[config.mk]
export PLATFORM = sky130hd
export DESIGN_NAME = pipe4_core
export DESIGN_NICKNAME = d
export VERILOG_FILES = /design/src/rtl/pipe4_pkg.sv /design/src/rtl/pipe4_regfile.sv /design/src/rtl/pipe4_alu.sv /design/src/rtl/pipe4_hazard.sv /design/src/rtl/pipe4_core.sv
export SDC_FILE = /design/constraint.sdc
export NUM_CORES = 1
export LEC_CHECK = 0
export ABC_CLOCK_PERIOD_IN_PS = 10600
export BUFFER_PORTS_ARGS = -buffer_cell sky130_fd_sc_hd__buf_2
export CAP_MARGIN = 10
export CELL_PAD_IN_SITES_DETAIL_PLACEMENT = 1
export CELL_PAD_IN_SITES_GLOBAL_PLACEMENT = 1
export CORE_MARGIN = 5
export CORE_UTILIZATION = 57
export DETAILED_ROUTE_END_ITERATION = 10
export GPL_TIMING_DRIVEN = 0
export MAX_ROUTING_LAYER = met4
export PLACE_DENSITY_LB_ADDON = 0.15
export SLEW_MARGIN = 15
export SYNTH_ARGS = -nofsm -noshare
export SYNTH_HDL_FRONTEND = slang
export SYNTH_SLANG_ARGS = --single-unit
[constraint.sdc]
create_clock -name clk -period 10.6 [get_ports clk]
set_input_delay 0.53 -clock clk [delete_from_list [all_inputs] [get_ports clk]]
set_output_delay 0.53 -clock clk [all_outputs]
set_load 0.03 [all_outputs]
[src/rtl/pipe4_pkg.sv]
// pipe4_pkg: instruction encoding shared by the pipeline modules.
// Assumes a fixed 16-bit instruction with four 4-bit fields.
package pipe4_pkg;
    localparam int IW  = 16;
    localparam int OPW = 4;
    localparam int RW  = 4;
    localparam int NREG = 1 << RW;

    localparam logic [OPW-1:0] OP_NOP  = 4'd0;
    localparam logic [OPW-1:0] OP_ADD  = 4'd1;
    localparam logic [OPW-1:0] OP_SUB  = 4'd2;
    localparam logic [OPW-1:0] OP_SHL  = 4'd3;
    localparam logic [OPW-1:0] OP_LDI  = 4'd4;
    localparam logic [OPW-1:0] OP_ADDI = 4'd5;

    typedef struct packed {
        logic           vld;
        logic [OPW-1:0] op;
        logic [RW-1:0]  rd;
    } stage_ctl_t;
endpackage

[src/rtl/pipe4_regfile.sv]
// pipe4_regfile: register file with two read ports and one write port.
// Register 0 is not stored and always reads as zero. A write in the same
// cycle as a read of that register is passed through to the reader.
module pipe4_regfile
    import pipe4_pkg::*;
#(
    parameter int DW = 16
) (
    input  logic          clk,
    input  logic          rst_n,
    input  logic          we,
    input  logic [RW-1:0] wa,
    input  logic [DW-1:0] wd,
    input  logic [RW-1:0] ra0,
    input  logic [RW-1:0] ra1,
    output logic [DW-1:0] rd0,
    output logic [DW-1:0] rd1
);
    logic [DW-1:0] mem [1:NREG-1];

    // Storage update: clear on reset, write the addressed register otherwise.
    always_ff @(posedge clk) begin
        if (!rst_n) begin
            for (int i = 1; i < NREG; i++) mem[i] <= '0;
        end else if (we && wa != '0) begin
            mem[wa] <= wd;
        end
    end

    // Read ports with zero register and write-through bypass.
    always_comb begin
        if (ra0 == '0)                rd0 = '0;
        else if (we && wa == ra0)     rd0 = wd;
        else                          rd0 = mem[ra0];
        if (ra1 == '0)                rd1 = '0;
        else if (we && wa == ra1)     rd1 = wd;
        else                          rd1 = mem[ra1];
    end
endmodule

[src/rtl/pipe4_alu.sv]
// pipe4_alu: combinational operate-stage unit.
// Assumes the immediate is already zero-extended into operand b.
module pipe4_alu
    import pipe4_pkg::*;
#(
    parameter int DW = 16
) (
    input  logic [OPW-1:0] op,
    input  logic [DW-1:0]  a,
    input  logic [DW-1:0]  b,
    output logic [DW-1:0]  y
);
    localparam int SHW = $clog2(DW);

    // Operation select.
    always_comb begin
        case (op)
            OP_ADD, OP_ADDI: y = a + b;
            OP_SUB:          y = a - b;
            OP_SHL:          y = a << b[SHW-1:0];
            OP_LDI:          y = b;
            default:         y = '0;
        endcase
    end
endmodule

[src/rtl/pipe4_hazard.sv]
// pipe4_hazard: decide the decode operands and the decode stall.
// With FORWARD=1 a match against the operate stage takes the ALU result.
// With FORWARD=0 such a match stalls decode for one cycle, and the register
// file bypass then supplies the value. Register 0 never matches.
module pipe4_hazard
    import pipe4_pkg::*;
#(
    parameter int DW      = 16,
    parameter bit FORWARD = 1'b1
) (
    input  logic          fd_vld,
    input  logic [RW-1:0] rs0,
    input  logic [RW-1:0] rs1,
    input  logic          use0,
    input  logic          use1,
    input  logic [DW-1:0] rf0,
    input  logic [DW-1:0] rf1,
    input  logic          ex_vld,
    input  logic [RW-1:0] ex_rd,
    input  logic [DW-1:0] ex_res,
    output logic [DW-1:0] opv0,
    output logic [DW-1:0] opv1,
    output logic          stall
);
    logic [RW-1:0] rs   [2];
    logic          use_ [2];
    logic [DW-1:0] rf   [2];
    logic [DW-1:0] opv  [2];
    logic [1:0]    hit;

    assign rs[0] = rs0;    assign rs[1] = rs1;
    assign use_[0] = use0; assign use_[1] = use1;
    assign rf[0] = rf0;    assign rf[1] = rf1;

    for (genvar j = 0; j < 2; j++) begin : g_src
        // Source j matches the producer in the operate stage.
        assign hit[j] = use_[j] && (rs[j] != '0) && ex_vld && (ex_rd == rs[j]);
        // Source j operand value, forwarded when the variant allows it.
        assign opv[j] = (FORWARD && hit[j]) ? ex_res : rf[j];
    end

    assign opv0  = opv[0];
    assign opv1  = opv[1];
    assign stall = !FORWARD && fd_vld && (|hit);
endmodule

[src/rtl/pipe4_core.sv]
// pipe4_core: four-stage in-order integer pipeline (fetch, decode/read,
// operate, write). Assumes combinational instruction memory qualified by
// imem_ready. There are no branches, so the fetch address only increments.
module pipe4_core
    import pipe4_pkg::*;
#(
    parameter int DW      = 16,
    parameter int AW      = 8,
    parameter bit FORWARD = 1'b1
) (
    input  logic          clk,
    input  logic          rst_n,
    output logic [AW-1:0] imem_addr,
    input  logic [IW-1:0] imem_data,
    input  logic          imem_ready,
    output logic          ret_valid,
    output logic [RW-1:0] ret_dest,
    output logic [DW-1:0] ret_value
);
    // Fetch state and fetch/decode buffer.
    logic [AW-1:0] pc;
    logic          fd_vld;
    logic [IW-1:0] fd_ins;
    // Decode/operate and operate/write buffers.
    stage_ctl_t    do_ctl, ow_ctl;
    logic [DW-1:0] do_a, do_b, ow_res;

    logic [OPW-1:0] dec_op;
    logic [RW-1:0]  dec_rd, dec_s0, dec_s1;
    logic           dec_legal, dec_use0, dec_use1, dec_imm;
    logic [DW-1:0]  rf0, rf1, opv0, opv1, alu_y;
    logic           stall;

    assign imem_addr = pc;

    // Fetch: capture a word when memory is ready, or insert a bubble; hold while decode stalls.
    always_ff @(posedge clk) begin
        if (!rst_n) begin
            pc     <= '0;
            fd_vld <= 1'b0;
            fd_ins <= '0;
        end else if (!stall) begin
            fd_vld <= imem_ready;
            fd_ins <= imem_data;
            if (imem_ready) pc <= pc + 1'b1;
        end
    end

    // Decode: split the instruction fields and classify the opcode.
    always_comb begin
        dec_op    = fd_ins[15:12];
        dec_rd    = fd_ins[11:8];
        dec_s0    = fd_ins[7:4];
        dec_s1    = fd_ins[3:0];
        dec_legal = (dec_op >= OP_ADD) && (dec_op <= OP_ADDI);
        dec_use0  = (dec_op == OP_ADD) || (dec_op == OP_SUB) ||
                    (dec_op == OP_SHL) || (dec_op == OP_ADDI);
        dec_use1  = (dec_op == OP_ADD) || (dec_op == OP_SUB);
        dec_imm   = (dec_op == OP_SHL) || (dec_op == OP_LDI) || (dec_op == OP_ADDI);
    end

    pipe4_regfile #(.DW(DW)) u_rf (
        .clk(clk), .rst_n(rst_n),
        .we(ow_ctl.vld), .wa(ow_ctl.rd), .wd(ow_res),
        .ra0(dec_s0), .ra1(dec_s1), .rd0(rf0), .rd1(rf1)
    );

    pipe4_hazard #(.DW(DW), .FORWARD(FORWARD)) u_hz (
        .fd_vld(fd_vld), .rs0(dec_s0), .rs1(dec_s1),
        .use0(dec_use0), .use1(dec_use1), .rf0(rf0), .rf1(rf1),
        .ex_vld(do_ctl.vld), .ex_rd(do_ctl.rd), .ex_res(alu_y),
        .opv0(opv0), .opv1(opv1), .stall(stall)
    );

    // Decode/operate buffer: operands, operation and destination, or a bubble.
    always_ff @(posedge clk) begin
        if (!rst_n) begin
            do_ctl <= '0;
            do_a   <= '0;
            do_b   <= '0;
        end else begin
            do_ctl.vld <= fd_vld && dec_legal && !stall;
            do_ctl.op  <= dec_op;
            do_ctl.rd  <= dec_rd;
            do_a       <= opv0;
            do_b       <= dec_imm ? {{(DW-RW){1'b0}}, dec_s1} : opv1;
        end
    end

    pipe4_alu #(.DW(DW)) u_alu (.op(do_ctl.op), .a(do_a), .b(do_b), .y(alu_y));

    // Operate/write buffer: result and destination; writes to register 0 read as zero.
    always_ff @(posedge clk) begin
        if (!rst_n) begin
            ow_ctl <= '0;
            ow_res <= '0;
        end else begin
            ow_ctl <= do_ctl;
            ow_res <= (do_ctl.rd == '0) ? '0 : alu_y;
        end
    end

    assign ret_valid = ow_ctl.vld;
    assign ret_dest  = ow_ctl.rd;
    assign ret_value = ow_res;
endmodule

==> out/summary.txt, run 1 <==
I/O Buffers: 45
Worst-Margin Slew: 1.13 ns
Leak: 7.48 nW
Clock Sinks: 343
First-pass GRT wire length: 84400 um
Pwr Density: 161 nW/um2
Die area: 36400 um2
Worst path cell trace: buf_2 > buf_2 > buf_2 > inv_2 > ha_1 > nand4b_1 > o21ai_0 > xor2_1 > ha_1 > clkbuf_1 > mux2i_1 > a21oi_1 > a2111oi_0 > and3_1 > a211oi_1
Crit-path most repeated cell: buf_2
Max layer used: met4
Row count: 66
Unrepaired setup endpoints after global routing: no
Routed WL: 56200 um
Gr ovfl total: 0
Endpoints failing hold: 0
Metal-1 WL: 20900 um
Initial antenna violation count: 0
Worst reg-to-reg setup slack: 6.00 ns
Synth cell types: 80
Core Region: 32400 um2
Initial Util: 57.5%
CP bufs+invs: 5
Leading register cell type out of synthesis: edfxtp_1
Skew final: 0.0229 ns
Post-synthesis sequential area ratio: 50.6%
Vias in the first global route: 13700
Gp weighted congestion: 0.968
Die X: 191 um
Met2 WL post-DR: 28500 um
Hold Path Class: input port to flip-flop
Clock Pin Slew Worst Setup and Hold Paths: 0.06 ns
Max-slew violations: 0
ANT nets after route: 0
CTS tree: done
Share of post-route cells with drive strength above 1: 22.3%
Max Fclk: 217 MHz
PostCTS Resize Cnt: 0
Ports: 48
Hold-fix buffers, CTS: 0
H-tree depth: 2
DRC: 0
CP required: 10.96 ns
Sequential fraction of design power: 46.0%
Final setup fails: 0
DIE HEIGHT: 191 um
VDD IR max: 0.143 mV
Root Buffer: clkbuf_16
FFs w/ async S/R, synth: 0%
Worst-Skew Late Latency: 0.52 ns
FF+latch count, synth: 343
Ant. Diodes: 0
Avg Vias per Cell: 6.58
Num CTS Buffers: 38
Pint: 0.00247 W
Highest net fanout along the worst path: 10
Clock share of power: 38.1%
Drt pass-1 iters: 7
NetSw: 0.000887 W
Cells after Synth: 1369
Worst slew margin: 23.9%
Syn_area_per_cell: 13.6 um2
Final nets: 1517
WP data arrival: 4.96 ns
Setup TNS: 0 ns
Total track usage: 32.1%
Post-Syn Area: 18600 um2
FF/Latch Area: 9430 um2
DR vias: 12800
Fin util: 64.3%
Number of enable flip-flop cells after synthesis: 256
Routed wire per std cell: 28.8 um
DP HPWL: 41600 um
Kind of end point of the critical path: flip-flop
Fin crit share: 43.4%
P&R area growth vs syn: 11.8%
Outcome: completed
Tmin final: 4.60 ns
Crit Path Category: flip-flop to flip-flop
Fin worst setup slack: 6.00 ns
Startpoint Class: flip-flop
Wire length on met3: 4770 um
Combinational group share of total power: 15.9%
Footprint of the multi-input gates: 8750 um2
CP delay by family, top: buffers and inverters
Max Buffers Root-to-Sink: 3
Initial DRC count: 1263
Yosys warning count: 0
Design Power: 0.00336 W
Max-cap violations: 0
Largest net degree at the start of global routing: 17
Slowest cell on crit path: a2111oi_0
Post-CTS setup buffers: 0
Crit-path max cell delay: 0.86 ns
Fillers: 3133
Sw Share: 26.4%
Setup WS pre-CTS: 6.11 ns
logic make-up after synthesis:
kind of cell             count (synthesis)  share of synthesized area, %
XOR/XNOR                                44                          2.07
buffers and inverters                  119                          2.99
AND/OR/NAND/NOR                        463                          14.5
multiplexers                           204                          22.3
flip-flops                             343                          50.6
AO/OA/AOI/OAI                          176                          6.19
other                                    1                        0.0201
adder cells (fa/ha/maj)                 19                          1.32
cell usage in the layout, fill, tap and decap left out, types with 39 or more instances in the layout:
cell | netlist | layout
mux4_2 | 157 | 157
nor2_1 | 55 | 55
edfxtp_1 | 256 | 256
and2_1 | 279 | 279
dfxtp_1 | 87 | 87
buf_2 | 15 | 61
clkbuf_1 | 75 | 89
nand2_1 | 52 | 52
a21oi_1 | 49 | 49
clkbuf_16 | 0 | 39
layout make-up:
| class | count | share of cell area [%] |
|---|---|---|
| Timing Repair Buffer | 55 | 1.65 |
| Clock inverter | 11 | 0.493 |
| Multi-Input combinational cell | 922 | 42.0 |
| Clock buffer | 57 | 5.18 |
| Buffer | 108 | 2.48 |
| Inverter | 11 | 0.198 |
| Tap cell | 442 | 2.66 |
| Sequential cell | 343 | 45.3 |
per-stage QoR:
step                hold WS (ns)  cell area, um2  std cells
global route               0.228           20800       1949
CTS                        0.210           20800       1949
floorplan                  0.412           18700       1384
finish                     0.225           20800       1949
detailed placement         0.428           19600       1881
global placement           0.422           19500       1871
cells in the mapped netlist, types with 13 or more instances:
cell	number	share of area [%]
o21ai_0	25	0.67
nor2_1	55	1.1
o21ai_1	15	0.40
buf_2	15	0.40
ha_1	18	1.2
clkbuf_1	75	1.5
mux2_2	20	1.2
xor2_1	14	0.66
a211oi_1	14	0.56
dfxtp_1	87	9.4
xnor2_1	30	1.4
nand2_1	52	1.0
a21oi_1	49	1.3
a221oi_1	13	0.61
and2_1	279	9.4
mux4_2	157	19
mux2i_1	18	0.97
edfxtp_1	256	41
state kept, by name (all words and copies together) (netlist names), 4 cells and up:
name	cells
ret_value	16
imem_addr	8
u_rf.mem	256
do_b	16
do_a	16
do_ctl	9
ret_dest	4
fd_ins	16
worst paths after layout:
kind                                      startpoint                     to  depth (start not counted)
worst min-delay path                   imem_data[10]  fd_ins[10]$_SDFF_PN0_                          2
worst max-delay path              do_b[1]$_SDFF_PN0_    do_b[10]$_SDFF_PP0_                         15
worst min register to register  fd_ins[8]$_SDFF_PN0_   do_ctl[0]$_SDFF_PN0_                          1
worst max register to register    do_b[1]$_SDFF_PN0_    do_b[10]$_SDFF_PP0_                         15
power groups by stage:
stage / Combinational [W] / Clock, W / Sequential, W
3_5_place_dp: 0.000521 / 0 / 0.00157
3_3_place_gp: 0.000504 / 0 / 0.00156
6_report: 0.000533 / 0.00128 / 0.00154
2_1_floorplan: 0.000369 / 0 / 0.00155
5_1_grt: 0.000568 / 0.00136 / 0.00155
4_1_cts: 0.000527 / 0.00129 / 0.00154
routing by layer:
layer | vias up | global-route usage [%]
li1 | 5451 | -
met1 | 6559 | 39.1
met2 | 678 | 54.8
met3 | 129 | 6.19
met4 | 0 | 9.70
met5 | - | -
worst reg2reg max path: cells and delay by family (launching register included):
family / cells / cell delay (ns)
buffers and inverters: 5 / 1.34
AOI/OAI and AO/OA: 4 / 1.26
adders and majority gates: 2 / 0.57
and+or+nand+nor: 2 / 0.47
DFF: 1 / 0.37
muxes: 1 / 0.23
xor gates and xnor gates: 1 / 0.21
Power figures use the tool's default switching activity.
==> inputs of run 2 (changes only) <==
Settings changed: ABC_CLOCK_PERIOD_IN_PS 10600 to 4700, CORE_UTILIZATION 57 to 53.
Clock period 10.6 ns to 4.7 ns, I/O delays scaled along.
==> run 2 against run 1 <==
Net effect: critical path depth unchanged; die area rose by 7.1%; sequential share of layout area shrank 0.67 points; clock power grew 140%; global-route usage decreased by 2.0 points; via count down 1.4%; final cell count up 1.2%; wire length decreased by 0.22%; maximum frequency rose by 5.2%; clock-buffer cell count down 4; largest power group unchanged; highest routed layer unchanged.
==> out/summary.txt, run 2 (same netlist as run 1, synthesis figures left out) <==
Outcome: completed
CTS tree: done
Share of post-route cells with drive strength above 1: 22.5% (+0.18 points)
H-tree depth: 2 (unchanged)
Clock Pin Slew Worst Setup and Hold Paths: 0.06 ns (about the same)
Drt pass-1 iters: 5 (-2)
Routed wire per std cell: 28.4 um (-1.4%)
Final nets: 1532 (+0.99%)
Kind of end point of the critical path: flip-flop
Skew final: 0.0111 ns (-0.0117 ns)
Total track usage: 30.1% (-2.0 points)
Largest net degree at the start of global routing: 17 (unchanged)
ANT nets after route: 0 (unchanged)
CP required: 5.14 ns (-5.82 ns)
Worst r2r dst: do_a[10]$_SDFF_PN0_
Clock Sinks: 343 (unchanged)
Core Region: 34600 um2 (+7.0%)
Hold_sp: imem_ready
Routed WL: 56100 um (-0.22%)
NetSw: 0.00203 W (+130%)
Tmin final: 4.37 ns (-0.227 ns)
FF/Latch Area: 9430 um2 (unchanged)
Die area: 39000 um2 (+7.1%)
Initial DRC count: 979 (-22%)
Crit Path Category: flip-flop to flip-flop
Worst slew margin: 31.8% (+7.9 points)
Footprint of the multi-input gates: 8770 um2 (+0.20%)
Max-cap violations: 0 (unchanged)
Initial antenna violation count: 0 (unchanged)
DP HPWL: 41500 um (-0.19%)
Initial Util: 53.8% (-3.7 points)
Fin worst setup slack: 0.326 ns (-5.67 ns)
Hold Path Class: input port to flip-flop
Pint: 0.00580 W (+130%)
Combinational group share of total power: 15.6% (-0.3 points)
Die X: 197 um (+3.5%)
DIE HEIGHT: 197 um (+3.5%)
Pwr Density: 370 nW/um2 (+130%)
Biggest register: u_rf.mem
Max Fclk: 229 MHz (+5.2%)
DR vias: 12600 (-1.4%)
Clock share of power: 39.9% (+1.8 points)
Ports: 48 (unchanged)
Num CTS Buffers: 38 (unchanged)
Setup TNS: 0 ns (unchanged)
Hold Path Depth: 2 (unchanged)
Leak: 7.60 nW (+1.7%)
Gr ovfl total: 0 (unchanged)
Setup WS pre-CTS: 0.189 ns (-5.92 ns)
Avg Vias per Cell: 6.41 (-2.5%)
WP data arrival: 4.82 ns (-0.14 ns)
Commonest non-fill, non-tap cell in the layout: and2_1
Gp weighted congestion: 0.922 (-4.8%)
Vias in the first global route: 13700 (-0.088%)
Ant. Diodes: 0 (unchanged)
VDD IR max: 0.340 mV (+140%)
Sw Share: 25.9% (-0.53 points)
Fin crit share: 93.1% (+50 points)
DRC: 0 (unchanged)
R2R depth: 15 (unchanged)
Worst reg-to-reg setup slack: 0.33 ns (-5.67 ns)
I/O Buffers: 45 (unchanged)
Worst-Margin Slew: 1.02 ns (-0.108 ns)
Number of flip-flops under the largest register name: 256 (unchanged)
Endpoints failing hold: 0 (unchanged)
Max-slew violations: 0 (unchanged)
Startpoint Class: flip-flop
Most frequent cells in the layout: and2_1 (279), edfxtp_1 (256), mux4_2 (157)
Unrepaired setup endpoints after global routing: no
First-pass GRT wire length: 84700 um (+0.44%)
Sequential fraction of design power: 44.4% (-1.6 points)
Fillers: 3336 (+6.5%)
Hold Path End: fd_vld$_SDFF_PN0_
Row count: 68 (+3.0%)
Root Buffer: clkbuf_16
Final setup fails: 0 (unchanged)
P&R area growth vs syn: 13.4%
Worst-Skew Late Latency: 0.56 ns (+0.04 ns)
Highest net fanout along the worst path: 10 (unchanged)
Max Buffers Root-to-Sink: 3 (unchanged)
RR Startpoint: do_b[1]$_SDFF_PN0_
run 2: critical path, stage by stage (launching register included):
cell,delay (ns)
dfxtp_1,0.36
buf_2,0.28
clkbuf_4,0.29
buf_2,0.27
inv_2,0.07
ha_1,0.27
nand4b_1,0.21
o21ai_2,0.10
xor2_1,0.19
ha_1,0.31
clkbuf_1,0.34
mux2i_1,0.26
a21oi_1,0.16
a2111oi_0,0.78
a21oi_1,0.15
a21o_1,0.20
run 2: power by group through the flow:
stage,registers (W),clock network (W),logic (W)
6_report,0.00348,0.00312,0.00122
5_1_grt,0.00349,0.00331,0.00131
4_1_cts,0.00347,0.00316,0.00120
3_5_place_dp,0.00353,0,0.00118
3_3_place_gp,0.00352,0,0.00114
2_1_floorplan,0.00350,0,0.000832
run 2: how the worst max path moves through the flow:
stage | end | from | slack, ns | cells after the start
floorplan | do_b[15]$_SDFF_PP0_ | do_b[1]$_SDFF_PN0_ | 1.23 | 18
global placement | do_b[13]$_SDFF_PP0_ | do_ctl[4]$_SDFF_PN0_ | 0.07 | 11
detailed placement | do_b[13]$_SDFF_PP0_ | do_b[1]$_SDFF_PN0_ | 0.19 | 16
CTS | do_b[13]$_SDFF_PP0_ | do_b[1]$_SDFF_PN0_ | 0.16 | 16
global route | do_b[15]$_SDFF_PP0_ | do_b[1]$_SDFF_PN0_ | 0.04 | 18
finish | do_a[10]$_SDFF_PN0_ | do_b[1]$_SDFF_PN0_ | 0.33 | 15
run 2: cell type report:
class	count	share of cell area, %
sequential	343	44.6
clock inverter	10	0.687
clock buffer	53	5.42
multi-input combinational	922	41.5
inverter	11	0.195
timing repair buffer	71	2.42
tap	455	2.70
buffer	107	2.43
run 2: per-layer routing:
layer | vias up | wire (um) | GRT usage, %
met4 | 0 | 1960 | 9.89
met2 | 523 | 28200 | 50.4
met3 | 124 | 4470 | 7.13
met1 | 6528 | 21400 | 36.3
li1 | 5463 | - | -
met5 | - | 0 | -
run 2: metrics by stage:
step	std cells	util [%]	instance area (um2)	power, W	hold slack (ns)
CTS	1973	60.9	21100	0.00784	0.0586
finish	1972	61.0	21100	0.00782	0.0903
floorplan	1384	-	18700	0.00433	0.362
detailed placement	1894	56.7	19600	0.00471	0.423
global route	1972	61.0	21100	0.00810	0.0751
global placement	1884	56.2	19500	0.00467	0.420
run 2: timing repair:
item / CTS / global route
hold buffers: 16 / 0
setup buffers: 0 / 0
endpoints found under the setup margin: 0 / 7
endpoints found under the hold margin: 16 / 0
resized for setup: 0 / 5
